**config.mk**
```make
export PLATFORM = sky130hd
export DESIGN_NAME = lockable_reg_bank
export DESIGN_NICKNAME = d
export VERILOG_FILES = /design/src/rtl/rb_pkg.sv /design/src/rtl/rb_decode.sv /design/src/rtl/rb_cfg_reg.sv /design/src/rtl/rb_limit_bank.sv /design/src/rtl/lockable_reg_bank.sv
export SDC_FILE = /design/constraint.sdc
export NUM_CORES = 1
export LEC_CHECK = 0
export BUFFER_PORTS_ARGS = -buffer_cell sky130_fd_sc_hd__buf_2
export CAP_MARGIN = 10
export CORE_UTILIZATION = 40
export CTS_BUF_LIST = sky130_fd_sc_hd__clkbuf_4
export DETAILED_ROUTE_END_ITERATION = 12
export GPL_ROUTABILITY_DRIVEN = 0
export PLACE_DENSITY_LB_ADDON = 0.08
export SLEW_MARGIN = 20
export SYNTH_ARGS = -nofsm -noshare
export SYNTH_HDL_FRONTEND = slang
export SYNTH_SLANG_ARGS = --single-unit
```
**constraint.sdc**
```tcl
create_clock -name clk -period 2.06 [get_ports clk]
set_input_delay 0.206 -clock clk [delete_from_list [all_inputs] [get_ports clk]]
set_output_delay 0.206 -clock clk [all_outputs]
set_load 0.03 [all_outputs]
```
**src/rtl/rb_pkg.sv**
```systemverilog
package rb_pkg;
    localparam int DW = 8;
    localparam int AW = 8;

    typedef logic [DW-1:0] byte_t;
    typedef logic [AW-1:0] addr_t;

    typedef struct packed {
        logic latch_rst;
        logic bus_tmo_en;
        logic spinup_dis;
        logic pwr_mon_en;
        logic force_max;
        logic ready;
        logic lock;
        logic mon_en;
    } cfg_t;

    typedef enum logic [1:0] {
        SEL_NONE,
        SEL_CFG,
        SEL_LIM
    } sel_e;

    localparam addr_t CFG_ADDR          = 8'h00;
    localparam byte_t CFG_RESET         = 8'h01;
    localparam byte_t CFG_FREE_MASK     = 8'h09;
    localparam byte_t CFG_LOCKABLE_MASK = 8'h70;

    function automatic byte_t cfg_wmask(logic is_locked);
        return is_locked ? CFG_FREE_MASK : (CFG_FREE_MASK | CFG_LOCKABLE_MASK);
    endfunction
endpackage

```
**src/rtl/rb_decode.sv**
```systemverilog
module rb_decode
    import rb_pkg::*;
#(
    parameter int    NUM_LIMITS = 8,
    parameter addr_t LIM_BASE   = 8'h20,
    localparam int   IW         = $clog2(NUM_LIMITS)
) (
    input  addr_t          addr,
    output sel_e           sel,
    output logic [IW-1:0]  idx
);
    addr_t off;

    always_comb begin
        off = addr - LIM_BASE;
        idx = off[IW-1:0];
        if (addr == CFG_ADDR)
            sel = SEL_CFG;
        else if (off < AW'(NUM_LIMITS))
            sel = SEL_LIM;
        else
            sel = SEL_NONE;
    end
endmodule

```
**src/rtl/rb_cfg_reg.sv**
```systemverilog
module rb_cfg_reg
    import rb_pkg::*;
(
    input  logic  clk,
    input  logic  rst,
    input  logic  wr_cfg,
    input  byte_t wdata,
    input  logic  hw_ready,
    output cfg_t  q,
    output logic  latch_clr
);
    byte_t wmask;
    cfg_t  nxt;

    always_comb begin
        wmask         = cfg_wmask(q.lock);
        nxt           = cfg_t'((byte_t'(q) & ~wmask) | (wdata & wmask));
        nxt.lock      = q.lock | wdata[1];
        nxt.ready     = q.ready | hw_ready;
        nxt.latch_rst = 1'b0;
    end

    always_ff @(posedge clk) begin
        if (rst) begin
            q         <= cfg_t'(CFG_RESET);
            latch_clr <= 1'b0;
        end else begin
            if (wr_cfg)
                q <= nxt;
            q.ready   <= q.ready | hw_ready;
            latch_clr <= wr_cfg & wdata[7];
        end
    end
endmodule

```
**src/rtl/rb_limit_bank.sv**
```systemverilog
module rb_limit_bank
    import rb_pkg::*;
#(
    parameter int                    NUM_LIMITS = 8,
    parameter logic [NUM_LIMITS-1:0] LOCK_MASK  = 8'h3F,
    parameter byte_t                 RESET_VAL  = 8'hFF,
    localparam int                   IW         = $clog2(NUM_LIMITS)
) (
    input  logic                       clk,
    input  logic                       rst,
    input  logic                       wr_lim,
    input  logic [IW-1:0]              idx,
    input  logic                       locked,
    input  byte_t                      wdata,
    output logic [NUM_LIMITS*DW-1:0]   flat
);
    for (genvar i = 0; i < NUM_LIMITS; i++) begin : g_lim
        logic allow;
        logic we;
        assign allow = !locked || !LOCK_MASK[i];
        assign we    = wr_lim && (idx == IW'(i)) && allow;

        always_ff @(posedge clk) begin
            if (rst)
                flat[i*DW +: DW] <= RESET_VAL;
            else if (we)
                flat[i*DW +: DW] <= wdata;
        end
    end
endmodule

```
**src/rtl/lockable_reg_bank.sv**
```systemverilog
module lockable_reg_bank
    import rb_pkg::*;
#(
    parameter int                    NUM_LIMITS = 8,
    parameter logic [NUM_LIMITS-1:0] LOCK_MASK  = 8'h3F,
    parameter logic [7:0]            LIM_BASE   = 8'h20,
    localparam int                   IW         = $clog2(NUM_LIMITS)
) (
    input  logic                    clk,
    input  logic                    rst,
    input  logic [7:0]              addr,
    input  logic [7:0]              wdata,
    input  logic                    wr_en,
    input  logic                    rd_en,
    input  logic                    hw_ready,
    output logic [7:0]              rdata,
    output logic                    locked,
    output logic                    mon_en,
    output logic                    force_max,
    output logic                    pwr_mon_en,
    output logic                    spinup_dis,
    output logic                    bus_tmo_en,
    output logic                    latch_clr,
    output logic [NUM_LIMITS*8-1:0] limits
);
    sel_e          sel;
    logic [IW-1:0] idx;
    cfg_t          cfg_q;

    rb_decode #(.NUM_LIMITS(NUM_LIMITS), .LIM_BASE(LIM_BASE)) u_dec (
        .addr (addr),
        .sel  (sel),
        .idx  (idx)
    );

    rb_cfg_reg u_cfg (
        .clk       (clk),
        .rst       (rst),
        .wr_cfg    (wr_en && (sel == SEL_CFG)),
        .wdata     (wdata),
        .hw_ready  (hw_ready),
        .q         (cfg_q),
        .latch_clr (latch_clr)
    );

    rb_limit_bank #(.NUM_LIMITS(NUM_LIMITS), .LOCK_MASK(LOCK_MASK)) u_lim (
        .clk    (clk),
        .rst    (rst),
        .wr_lim (wr_en && (sel == SEL_LIM)),
        .idx    (idx),
        .locked (cfg_q.lock),
        .wdata  (wdata),
        .flat   (limits)
    );

    always_ff @(posedge clk) begin
        if (rst)
            rdata <= '0;
        else if (rd_en) begin
            unique case (sel)
                SEL_CFG: rdata <= byte_t'(cfg_q);
                SEL_LIM: rdata <= limits[idx*DW +: DW];
                default: rdata <= '0;
            endcase
        end
    end

    assign locked     = cfg_q.lock;
    assign mon_en     = cfg_q.mon_en;
    assign force_max  = cfg_q.force_max;
    assign pwr_mon_en = cfg_q.pwr_mon_en;
    assign spinup_dis = cfg_q.spinup_dis;
    assign bus_tmo_en = cfg_q.bus_tmo_en;
endmodule

```
==> run summary <==
Total gr overflow: 0
CTS Buf Count: 9
Initial antenna violation count: 0
First-pass GRT wire length: 17.0 mm
Vias in the first global route: 3104
Longest Clk Path Bufs: 2
Final HPWL DP: 7.89 mm
Setup CP Type: flop to flop
Pwr dens: 605 mW/mm^2
IO Count: 100
Critical path peak fanout: 11
Highest attainable clock frequency: 577 MHz
Area grow syn2layout: 23.3%
Overall Power: 2.71 mW
Final hold vios: 0
Worst min path class: primary input to flop
DR iter-0 viols: 165
Flop2flop setup slack: 330 ps
Fillers: 866
Critical Path RT: 2410 ps
Min cycle time layout: 1730 ps
Post-Route WL: 10.6 mm
Number of port buffers: 99
Relative slew slack: 40.3%
CP cell instances: nand2b_1, or4_1, o211ai_1
Fin crit share: 84.2%
Max-cap violations: 0
Clk sinks: 80
Switching pwr: 705 uW
Critical path's slowest cell: or4_1
Area of the multi-input gates: 0.00184 mm^2
Crit path capture type: flop
Finished Layout Cells: 571
Switch share: 26.0%
Setup Viol. Count Final: 0
Delay-heaviest family, CP: simple AND/OR/NAND/NOR gates
CTS tree: built
P_int: 2.01 mW
Core area: 0.00876 mm^2
Placed insts: 555
Warnings, synthesis: 0
Crit path DAT: 2080 ps
Netlist cell types: 38
Hold WS: 58.1 ps
Largest net degree at the start of global routing: 30
Sequential share of power: 57.3%
Comb power frac: 8.7%
Max Slew Vio Count: 0
Layout cells sized above 1: 34.3%
DRC viols: 0
Tot GR Track Use: 23.3%
Register area share after synthesis: 44.0%
Seq cells post-synth: 80
Worst-path clk slew: 130 ps
Status: completed
DRT Pass-1 Iters: 4
Sequential cell area: 0.00160 mm^2
Syn Nets: 372
DR vias: 3189
Crit path launch type: flop
CP max stage delay: 710 ps
Max VDD drop: 0.000247 V
Die height: 97.4 um
Worst-margin pin slew: 893 ps
Mapped Area: 0.00364 mm^2
CTS H-tree depth: 3
Final Skew: 17.7 ps
Clock root buffer: clkbuf_4
Horiz. Die Dim: 97.4 um
Die ar.: 0.00948 mm^2
Post-Synthesis Cells: 350
RSZ-0062 raised after global routing: false
Initial cell density of the core: 41.5%
P_leak: 2.06 nW
DR WL/cell: 18.6 um
Antenna diodes: 0
Row cnt: 34
Crit path buf inv count: 0
Clock share of power: 34.0%
ANT nets after route: 0
Setup TNS: 0 ps
Via density: 5.58
Average cell area after synthesis: 10.4 um^2
Fin util: 51.2%
Clock Latency Late Sink: 430 ps
Final #Nets: 481
## cells in the mapped netlist (all sizes together)
cell type / number / share of area [%]
or4b: 1 / 0.28
buf: 8 / 1.5
nor2: 60 / 6.2
or3b: 1 / 0.24
nand4b: 1 / 0.24
dfxtp: 80 / 44
nand2b: 1 / 0.17
mux4: 16 / 9.9
nand4: 6 / 1.7
inv: 19 / 2.0
mux2i: 59 / 16
o221ai: 7 / 1.7
nor4bb: 1 / 0.28
nand2: 14 / 1.4
o211ai: 16 / 3.3
o21ai: 1 / 0.14
clkbuf: 19 / 2.0
nor4: 4 / 0.86
xnor2: 1 / 0.24
xor2: 1 / 0.24
a21oi: 2 / 0.28
ha: 1 / 0.34
nand3b: 1 / 0.21
nand3: 3 / 0.41
a211o: 1 / 0.24
nor2b: 1 / 0.17
or4: 4 / 0.83
nor3: 1 / 0.14
o41ai: 16 / 3.9
and3b: 1 / 0.24
and3: 1 / 0.17
nand4bb: 1 / 0.31
o31ai: 1 / 0.21
## power groups by stage
stage	Sequential [mW]	Clock, mW	Combinational (mW)
floorplan	1.60	0	0.133
global placement	1.59	0	0.234
detailed placement	1.59	0	0.234
CTS	1.56	0.946	0.237
global route	1.56	1.02	0.256
finish	1.56	0.923	0.236
## flip-flops by register name, summed over array words and instances (netlist names), named ones only
name and flops:
u_lim.flat 64, u_cfg.q 4, rdata 8, u_cfg.latch_clr 1
## through the flow
stage | instance area (um^2) | worst slack (ps)
after detailed placement | 4340 | 37.0
after CTS | 4490 | 356
after floorplan | 3640 | 365
after global routing | 4490 | 246
final | 4490 | 326
after global placement | 4340 | 84.8
## worst paths after layout
kind,to,cells past startpoint,startpoint
max reg2reg,u_lim.flat[22],3,u_cfg.q[1]
min reg2reg,rdata[7],2,rdata[7]
min,flop,3,wdata[4]
max,u_lim.flat[22],3,u_cfg.q[1]
## repair_timing
action,CTS,global route
resized for setup,0,0
hold buffers,1,0
hold endpoints to repair,1,0
buffers inserted,0,0
## per-layer routing
metal / up-vias / GRT usage [%] / wire, um
met2: 113 / 37.2 / 4990
met1: 1557 / 31.7 / 4840
met5: - / 0 / 0
li1: 1503 / - / -
met3: 16 / 4.53 / 648
met4: 0 / 7.58 / 153
## worst reg2reg max path, stage by stage (launching register included)
cell	delay, ps
dfxtp_1	390
nand2b_1	330
or4_1	720
o211ai_1	220
## kinds of logic after synthesis
logic type      count (synthesis)  synth area share (%)
compound gates                 44                  9.70
xor+xnor                        2                 0.482
fa+ha+maj                       1                 0.344
buf+inv                        46                  5.43
flops                          80                  44.0
mux                            75                  26.1
simple gates                  102                  13.9
## final cells by class
type | count | share of cell area [%]
well taps | 108 | 3.01
inverters | 19 | 1.59
flip-flops and latches | 80 | 35.7
multi-input cells | 224 | 41.0
repair buffers | 125 | 15.7
clock inverters | 5 | 1.31
clock buffers | 10 | 1.67
## layout by cell type, fill, tap and decap left out, drive strengths merged, types with 2 or more instances in the layout
cell type  synthesis  final
nand4              6      6
nand3              3      3
o41ai             16     16
inv               19     19
buf                8    124
clkinv             0      3
clkbuf            19     10
a21oi              2      2
mux2i             59     59
dfxtp             80     80
nor4               4      4
o221ai             7      7
nor2              60     60
or4                4      4
mux4              16     16
o211ai            16     16
nand2             14     14
(Power assumes the default switching activity.)
